==> src/rtl/dram_mr_pkg.sv <==
package dram_mr_pkg;

    localparam int MR_W = 13;

    typedef enum logic [1:0] {
        CMD_NONE,
        CMD_LOAD_MODE,
        CMD_ACTIVE,
        CMD_OTHER
    } dram_cmd_e;

    typedef enum logic {
        MRD_IDLE,
        MRD_WAIT
    } mrd_state_e;

    typedef struct packed {
        logic       pd_mode;
        logic [2:0] write_rec;
        logic       dll_reset;
        logic       test_mode;
        logic [2:0] cas_lat;
        logic       burst_ilv;
        logic [2:0] burst_len;
    } mode_fields_t;

endpackage

==> src/rtl/dram_cmd_decode.sv <==
module dram_cmd_decode
    import dram_mr_pkg::*;
(
    input  logic      cs_n,
    input  logic      ras_n,
    input  logic      cas_n,
    input  logic      we_n,
    output dram_cmd_e cmd
);

    always_comb begin
        if (cs_n) begin
            cmd = CMD_NONE;
        end else begin
            unique case ({ras_n, cas_n, we_n})
                3'b000:  cmd = CMD_LOAD_MODE;
                3'b011:  cmd = CMD_ACTIVE;
                3'b111:  cmd = CMD_NONE;
                default: cmd = CMD_OTHER;
            endcase
        end
    end

endmodule

==> src/rtl/dram_mr_store.sv <==
module dram_mr_store
    import dram_mr_pkg::*;
(
    input  logic            clk,
    input  logic            rst_n,
    input  logic            load_i,
    input  logic [MR_W-1:0] mr_bits_i,
    output mode_fields_t    fields_o
);

    mode_fields_t fields_q;

    always_ff @(posedge clk or negedge rst_n) begin
        if (!rst_n) begin
            fields_q <= '0;
        end else if (load_i) begin
            fields_q <= mode_fields_t'(mr_bits_i);
        end else begin
            fields_q.dll_reset <= 1'b0;
        end
    end

    assign fields_o = fields_q;


    load_writes_all_chk: assert property (@(posedge clk) disable iff (!rst_n)
        load_i |=> (fields_q == mode_fields_t'($past(mr_bits_i))));


    dll_self_clear_chk: assert property (@(posedge clk) disable iff (!rst_n)
        (fields_q.dll_reset && !load_i) |=> !fields_q.dll_reset);


    hold_without_load_chk: assert property (@(posedge clk) disable iff (!rst_n)
        !load_i |=> ({fields_q.pd_mode, fields_q.write_rec, fields_q.test_mode,
                      fields_q.cas_lat, fields_q.burst_ilv, fields_q.burst_len}
                     == $past({fields_q.pd_mode, fields_q.write_rec, fields_q.test_mode,
                               fields_q.cas_lat, fields_q.burst_ilv, fields_q.burst_len})));

endmodule

==> src/rtl/dram_mrd_timer.sv <==
module dram_mrd_timer
    import dram_mr_pkg::*;
#(
    parameter int MRD_CYCLES = 2
) (
    input  logic clk,
    input  logic rst_n,
    input  logic load_i,
    output logic busy_o
);

    localparam int CNT_W = (MRD_CYCLES < 2) ? 1 : $clog2(MRD_CYCLES);
    localparam logic [CNT_W-1:0] CNT_START = CNT_W'(MRD_CYCLES - 1);

    mrd_state_e       state_q, state_d;
    logic [CNT_W-1:0] cnt_q, cnt_d;

    always_comb begin
        state_d = state_q;
        cnt_d   = cnt_q;
        unique case (state_q)
            MRD_IDLE: begin
                if (load_i) begin
                    state_d = MRD_WAIT;
                    cnt_d   = CNT_START;
                end
            end
            MRD_WAIT: begin
                if (load_i) begin
                    cnt_d = CNT_START;
                end else if (cnt_q == '0) begin
                    state_d = MRD_IDLE;
                end else begin
                    cnt_d = cnt_q - 1'b1;
                end
            end
            default: state_d = MRD_IDLE;
        endcase
    end

    always_ff @(posedge clk or negedge rst_n) begin
        if (!rst_n) begin
            state_q <= MRD_IDLE;
            cnt_q   <= '0;
        end else begin
            state_q <= state_d;
            cnt_q   <= cnt_d;
        end
    end

    always_comb begin
        busy_o = (state_q == MRD_WAIT);
    end


    load_starts_busy_chk: assert property (@(posedge clk) disable iff (!rst_n)
        load_i |=> busy_o);


    busy_ends_at_zero_chk: assert property (@(posedge clk) disable iff (!rst_n)
        $fell(busy_o) |-> ($past(cnt_q) == '0 && !$past(load_i)));

endmodule

==> src/rtl/dram_mode_tracker.sv <==
module dram_mode_tracker
    import dram_mr_pkg::*;
#(
    parameter int ADDR_W     = 14,
    parameter int BA_W       = 3,
    parameter int NUM_BANKS  = 8,
    parameter int MRD_CYCLES = 2
) (
    input  logic                 clk,
    input  logic                 rst_n,
    input  logic                 cs_n,
    input  logic                 ras_n,
    input  logic                 cas_n,
    input  logic                 we_n,
    input  logic [BA_W-1:0]      bank_addr,
    input  logic [ADDR_W-1:0]    addr,
    input  logic [NUM_BANKS-1:0] bank_open,
    output logic [2:0]           burst_len,
    output logic                 burst_ilv,
    output logic [2:0]           cas_lat,
    output logic                 test_mode,
    output logic                 dll_reset,
    output logic [2:0]           write_rec,
    output logic                 pd_mode,
    output logic                 busy,
    output logic                 error
);

    dram_cmd_e    cmd;
    mode_fields_t fields;
    logic         mr_sel, any_open, load_ok, load_bad, act_early, error_q;

    dram_cmd_decode u_decode (
        .cs_n  (cs_n),
        .ras_n (ras_n),
        .cas_n (cas_n),
        .we_n  (we_n),
        .cmd   (cmd)
    );

    assign mr_sel    = (cmd == CMD_LOAD_MODE) && (bank_addr == '0);
    assign any_open  = |bank_open;
    assign load_ok   = mr_sel && !any_open;
    assign load_bad  = mr_sel && any_open;
    assign act_early = (cmd == CMD_ACTIVE) && busy;

    dram_mr_store u_store (
        .clk       (clk),
        .rst_n     (rst_n),
        .load_i    (load_ok),
        .mr_bits_i (addr[MR_W-1:0]),
        .fields_o  (fields)
    );

    dram_mrd_timer #(.MRD_CYCLES(MRD_CYCLES)) u_timer (
        .clk    (clk),
        .rst_n  (rst_n),
        .load_i (load_ok),
        .busy_o (busy)
    );

    always_ff @(posedge clk or negedge rst_n) begin
        if (!rst_n) begin
            error_q <= 1'b0;
        end else begin
            error_q <= load_bad || act_early;
        end
    end

    assign error     = error_q;
    assign burst_len = fields.burst_len;
    assign burst_ilv = fields.burst_ilv;
    assign cas_lat   = fields.cas_lat;
    assign test_mode = fields.test_mode;
    assign dll_reset = fields.dll_reset;
    assign write_rec = fields.write_rec;
    assign pd_mode   = fields.pd_mode;


    refused_load_flags_chk: assert property (@(posedge clk) disable iff (!rst_n)
        (cmd == CMD_LOAD_MODE && bank_addr == '0 && bank_open != '0) |=> (error && $stable(cas_lat)));


    early_active_flags_chk: assert property (@(posedge clk) disable iff (!rst_n)
        (cmd == CMD_ACTIVE && busy) |=> error);


    other_bank_ignored_chk: assert property (@(posedge clk) disable iff (!rst_n)
        (cmd == CMD_LOAD_MODE && bank_addr != '0 && !busy) |=> (!busy && !error));

endmodule

==> config.mk <==
export PLATFORM = sky130hd
export DESIGN_NAME = dram_mode_tracker
export DESIGN_NICKNAME = d
export VERILOG_FILES = /design/src/rtl/dram_mr_pkg.sv /design/src/rtl/dram_cmd_decode.sv /design/src/rtl/dram_mr_store.sv /design/src/rtl/dram_mrd_timer.sv /design/src/rtl/dram_mode_tracker.sv
export SDC_FILE = /design/constraint.sdc
export NUM_CORES = 1
export LEC_CHECK = 0
export BUFFER_PORTS_ARGS = -buffer_cell sky130_fd_sc_hd__buf_2
export CAP_MARGIN = 40
export CORE_AREA = 2 2 48 50
export CTS_BUF_LIST = sky130_fd_sc_hd__clkbuf_16
export DETAILED_ROUTE_END_ITERATION = 10
export DIE_AREA = 0 0 50 52
export GPL_ROUTABILITY_DRIVEN = 0
export PLACE_DENSITY = 0.68
export SLEW_MARGIN = 30
export SYNTH_ARGS = -nofsm -noshare
export SYNTH_HDL_FRONTEND = slang
export SYNTH_SLANG_ARGS = --single-unit
==> constraint.sdc <==
create_clock -name clk -period 0.9 [get_ports clk]
set_input_delay 0.135 -clock clk [delete_from_list [all_inputs] [get_ports clk]]
set_output_delay 0.135 -clock clk [all_outputs]
set_load 0.03 [all_outputs]
==> results of run 1 <==
[flip-flops by register name (all words and copies together), names as in the netlist]
name / cells
error: 1
u_store.fields_o: 13
u_timer.cnt_q: 1
u_timer.busy_o: 1
[worst min-delay path, stage by stage]
cell and delay [ps]:
buf_2 90, inv_1 40, nor2_1 40
[area by class of cell]
type,count,area [um^2],share of cell area (%)
Clock inverter,1,3.75,0.299
Multi-Input combinational cell,26,298,23.8
Timing Repair Buffer,53,434,34.6
Tap cell,28,35.0,2.79
Clock buffer,3,75.1,5.99
Sequential cell,16,400,31.9
Inverter,2,7.51,0.599
[per-stage QoR]
stage	instances	util, %	hold slack (ps)	power, mW
final	129	59.5	105	1.70
after global routing	129	59.5	110	1.79
after CTS	128	58.9	102	1.72
after detailed placement	117	46.6	62.7	0.848
after global placement	117	46.6	53.9	0.846
after floorplan	45	-	-161	0.753
[worst max path at each step]
stage / from / to / slack (ps) / cells past startpoint
2_1_floorplan: bank_open[1] / u_store.fields_o[0]$_DFFE_PN0P_ / -310 / 4
3_3_place_gp: bank_open[1] / u_store.fields_o[3]$_DFFE_PN0P_ / -410 / 5
3_5_place_dp: cas_n / u_store.fields_o[0]$_DFFE_PN0P_ / -440 / 5
4_1_cts: bank_open[1] / u_store.fields_o[1]$_DFFE_PN0P_ / -160 / 5
5_1_grt: bank_open[5] / u_store.fields_o[6]$_DFFE_PN0P_ / -190 / 5
6_report: cas_n / u_store.fields_o[2]$_DFFE_PN0P_ / -150 / 5
[layer usage]
layer / GRT usage (%) / share of wire [%] / vias up
li1: - / - / 271
met1: 14.9 / 37 / 275
met2: 22.1 / 53 / 31
met3: 4.02 / 8.4 / 2
met4: 6.94 / 1.3 / 0
met5: 0 / 0 / -
[where the power goes]
group          total [mW]  internal, mW  switching (mW)
registers           0.723         0.722        0.000665
logic               0.133        0.0758          0.0574
clock network       0.848         0.588           0.260
[cells by family (layout without fill, tap and decap cells)]
family	after synthesis	in the layout	share of synthesized area [%]
muxes	12	12	22.5
buffers and inverters	3	59	2.62
and+or+nand+nor	12	12	17.6
AOI/OAI and AO/OA	2	2	1.40
DFF	16	16	55.8
[cell usage in the layout (no fill, tap or decap)]
cell and count:
nor2_1 2, mux2_4 7, mux2_2 5, o21ai_0 2, nand4_4 1, buf_2 23
inv_1 2, nand2_1 3, buf_12 1, clkinv_1 1, nand4_1 1, nor4_4 3
and2_1 1, buf_4 7, dfrtp_1 16, clkbuf_16 3, buf_6 21, nor3_2 1
dlygate4sd3_1 1
[repair_timing]
item	CTS	global route
pin swaps	0	0
setup endpoints to repair	27	27
hold endpoints to repair	16	0
hold buffers	1	0
setup buffers	6	1
resized for setup	35	1
cloned	0	0
==> results.toml, run 1 <==
[cells_and_area]
num-fill-cells = 175
fin_nets = 133
area_growth_pct = 74.9
antenna_cells = 0
design_area_mm2 = 0.00125
final_layout_size_suffix_gt1_share_pct = 71.3

[min_path]
worstHoldPathCells = 3
hold_start = "addr[8]"
hp-class = "input port to flip-flop"
min_to = "u_store.fields_o[8]$_DFF_PN0_"

[route]
drt-total-wl_mm = 1.56
route.detailed.drc = 0
vias_per_cell = 4.49
drtIter0Drc = 6
dr.pass1.iters = 4
num_vias = 579
final_antenna_net_count = 0
routedWlPerCell_um = 12.1

[power_and_ir_drop]
peakVddDrop_v = 0.000724
powerDensity_mw_per_mm2 = 1360
leakage_nw = 0.681

[logic_synthesis]
ys_seq_elements = 16
synth.most_common_cell = "dfrtp_1"
synth_area_leaders = "dfrtp_1 (56%), mux2_4 (15%), nor4_4 (8.9%)"
syn-num-nets = 76
yosysTopAreaCell = "dfrtp_1"
syn_inst = 45
yosysUniqueCellTypes = 13
seq_area_frac_synth_pct = 55.8
synth_top_flop_cell = "dfrtp_1"
synth-edff-count = 0
synth-warning-count = 0
synthesis.area_um2 = 717
async_flop_share_pct = 100
synth_common_cells = "dfrtp_1 (16), mux2_4 (7), mux2_2 (5)"
yosysTopAreaCellShare_pct = 55.8
syn_avg_cell_area_um2 = 15.9

[placement]
place_ws_ps = -444
hpwl_mm = 1.10
port_buffers = 44
postPlaceCellArea_um2 = 981

[setup_path]
reg2regPathDepth = 2
r2r-start = "u_store.fields_o[0]$_DFFE_PN0P_"
crit_family = "simple AND/OR/NAND/NOR gates"
cp-end-kind = "flip-flop"
path_class = "input port to flip-flop"
r2r-end = "u_store.fields_o[0]$_DFFE_PN0P_"
slowest_delay_ps = 340
crit_buf_inv = 2
critPathRequiredTime_ps = 1030
critPathLaunchType = "input port"
crit_arrival_ps = 1180
r2r_slack_ps = 10
slowest_stage = "nor4_4"
crit_chain = "buf_6, nor4_4, nand4_4, buf_12, mux2_4"
crit_fanout = 15

[sta]
fin_worst_skew_ps = 0.0271
finalSetupTns_ps = -1780
rsz0062_at_grt = "true"
slew_violations = 0
fin_crit_ps = 1050
slew-limit-headroom_pct = 76.7
min_period_over_period_pct = 117
tightest_slew_ps = 349
fmax_ghz = 0.952
setup_ws_ps = -151
finalHoldViolCount = 0
setup_violations = 24

[clock_network]
clock_sinks = 16
clock_latency_ps = 240
cts_buffers = 3
clk_pin_slew_ps = 40
cts-root-buf = "clkbuf_16"
cts_tree = "built"
clockBufferDepth = 2
htree_levels = 1

[die]
die_x_um = 50
dieArea_mm2 = 0.00260
chipHeight_um = 52
initial_utilization_pct = 34.0
boundaryPins = 46
core_mm2 = 0.00211
rows = 17

[job]
cap_violations = 0

[global_route]
antenna_found_initial = 0
grt.overflow.total = 0
grt_pass1_vias = 599
grt_max_degree = 17
track_usage_pct = 13.1
grt_pass1_wl_mm = 2.53

[outcome]
status = "complete, but fails checks"
violations = "setup timing"
No activity file was read; power rests on OpenSTA's default activity.
==> inputs of run 2 (changes only) <==
--- a/config.mk
+++ b/config.mk
@@ -5,6 +5,7 @@
 export SDC_FILE = /design/constraint.sdc
 export NUM_CORES = 1
 export LEC_CHECK = 0
+export ABC_AREA = 1
 export BUFFER_PORTS_ARGS = -buffer_cell sky130_fd_sc_hd__buf_2
 export CAP_MARGIN = 40
 export CORE_AREA = 2 2 48 50
@@ -12,7 +13,8 @@
 export DETAILED_ROUTE_END_ITERATION = 10
 export DIE_AREA = 0 0 50 52
 export GPL_ROUTABILITY_DRIVEN = 0
-export PLACE_DENSITY = 0.68
+export PLACE_DENSITY = 0.67
+export RECOVER_POWER = 50
 export SLEW_MARGIN = 30
 export SYNTH_ARGS = -nofsm -noshare
 export SYNTH_HDL_FRONTEND = slang
==> run 2 against run 1 <==
Net effect: the run still ends with setup timing left; core utilization fell by 2.7 points; critical path type is now flip-flop to output port; via count rose by 25%; routed wire length rose by 16%; final cell count rose by 26%.
==> results.toml, run 2 <==
[setup_path]
slowest_stage = "dfrtp_1"
slowest_delay_ps = 400
crit_chain = "buf_6"
path_class = "flip-flop to output port"
cp-end-kind = "output port"
crit_family = "flip-flops"
crit_fanout = 2
critPathLaunchType = "flip-flop"
critPathRequiredTime_ps = 760
crit_arrival_ps = 790
crit_buf_inv = 1

[die]
dieArea_mm2 = 0.00260
rows = 17
boundaryPins = 46
core_mm2 = 0.00211
chipHeight_um = 52
die_x_um = 50
initial_utilization_pct = 33.7

[power_and_ir_drop]
leakage_nw = 0.699
peakVddDrop_v = 0.000781
totalPowerFinal_mw = 1.66
powerDensity_mw_per_mm2 = 1390

[sta]
slew_violations = 0
rsz0062_at_grt = "true"
setup_violations = 7
min_period_over_period_pct = 103
setup_ws_ps = -22.8
tightest_slew_ps = 391
finalHoldViolCount = 0
fmax_ghz = 1.08
finalSetupTns_ps = -78.2
slew-limit-headroom_pct = 74.0
fin_worst_skew_ps = 0.106
fin_crit_ps = 923

[global_route]
grt.overflow.total = 0
grt_max_degree = 17
track_usage_pct = 15.3
grt_pass1_wl_mm = 3.03
antenna_found_initial = 0
grt_pass1_vias = 735

[clock_network]
clk_pin_slew_ps = 50
cts_buffers = 3
htree_levels = 1
clock_latency_ps = 240
clockBufferDepth = 2
cts-root-buf = "clkbuf_16"
clock_sinks = 16
cts_tree = "built"

[logic_synthesis]
syn_avg_cell_area_um2 = 8.98
yosysTopAreaCell = "dfrtp_1"
synth-warning-count = 0
async_flop_share_pct = 100
syn_inst = 79
yosysUniqueCellTypes = 14
synth.most_common_cell = "nand2_1"
ys_seq_elements = 16
synth_common_cells = "nand2_1 (30), dfrtp_1 (16), nand3_1 (12)"
yosysTopAreaCellShare_pct = 56.4
synth-edff-count = 0
seq_area_frac_synth_pct = 56.4
synth_area_leaders = "dfrtp_1 (56%), nand2_1 (16%), nand3_1 (8.5%)"
syn-num-nets = 110
synth_top_flop_cell = "dfrtp_1"
synthesis.area_um2 = 709

[min_path]
hp-class = "input port to flip-flop"

[cells_and_area]
design_area_mm2 = 0.00120
final_common_cell = "nand2_1"
area_growth_pct = 68.6
final_cell_mix = "nand2_1 (30), buf_2 (28), dfrtp_1 (16)"
final_layout_size_suffix_gt1_share_pct = 48.1
fin_nets = 168
utilization_pct = 56.8
num-fill-cells = 191
antenna_cells = 0
largest_reg_flops = 13

[placement]
hpwl_mm = 1.25
postPlaceCellArea_um2 = 965
place_ws_ps = -113
port_buffers = 44

[route]
dr.pass1.iters = 4
routedWlPerCell_um = 11.1
final_antenna_net_count = 0
num_vias = 725
drtIter0Drc = 13
drt-total-wl_mm = 1.80
route.detailed.drc = 0
vias_per_cell = 4.45

[outcome]
status = "complete, but fails checks"
violations = "setup timing"

[job]
cap_violations = 0
==> run 2: cell count changes in the layout (fill, tap and decap cells not counted), moves of 4 or more <==
cell	change
buf_6	-6
mux2_2	-5
buf_2	+5
nand3_1	+12
nor2_1	+4
nand2_1	+27
buf_4	+4
mux2_4	-7
==> run 2: logic make-up (layout without fill, tap and decap cells) <==
family,after synthesis,in the layout,synth area share [%]
AO/OA/AOI/OAI,2,2,1.94
AND/OR/NAND/NOR,55,55,35.8
buffers and inverters,6,62,5.82
flip-flops,16,16,56.4
==> run 2: where the power goes <==
group / leakage [nW] / switching [mW] / internal (mW)
Clock: 0.0370 / 0.252 / 0.582
Sequential: 0.224 / 0.000649 / 0.722
Combinational: 0.439 / 0.0489 / 0.0566
Total: 0.699 / 0.302 / 1.36
==> run 2: cell type report <==
type                       instances  area (um^2)  area share (%)
clock buffer                       3         75.1            6.28
sequential                        16          400            33.5
multi-input combinational         57          268            22.4
tap                               28         35.0            2.93
timing repair buffer              56          407            34.0
inverter                           3         11.3           0.941
==> run 2: path summary, 6_finish.rpt <==
check,start,endpoint,slack (ps),cells past startpoint
max,u_timer.busy_o$_DFF_PN0_,busy,-20,1
min,addr[8],u_store.fields_o[8]$_DFF_PN0_,120,3
max reg2reg,u_store.fields_o[5]$_DFFE_PN0P_,u_store.fields_o[5]$_DFFE_PN0P_,50,4
min reg2reg,u_timer.cnt_q$_DFFE_PN0P_,u_timer.busy_o$_DFF_PN0_,490,2
max in group asynchronous,rst_n,u_store.fields_o[8]$_DFF_PN0_,260,2
min in group asynchronous,rst_n,u_store.fields_o[7]$_DFFE_PN0P_,360,2
==> run 2: repair_timing <==
item	in CTS	in global routing
hold endpoints to repair	16	0
endpoints found under the setup margin	13	15
gates cloned	0	0
setup buffers	4	3
gates resized for setup	26	6
hold buffers	1	0
==> run 2: through the flow <==
| step | std cells | hold slack, ps |
|---|---|---|
| CTS | 160 | 116 |
| floorplan | 79 | -161 |
| global placement | 152 | 59.7 |
| detailed placement | 152 | 65.1 |
| global route | 163 | 127 |
| finish | 163 | 115 |
==> run 2: routing by layer <==
metal  wire length [um]  vias up  track usage (%)
li1                   -      362                -
met2                944       31             28.5
met4                 12        0             5.56
met1                721      330             16.4
met3                126        2             4.31
met5                  0        -                0
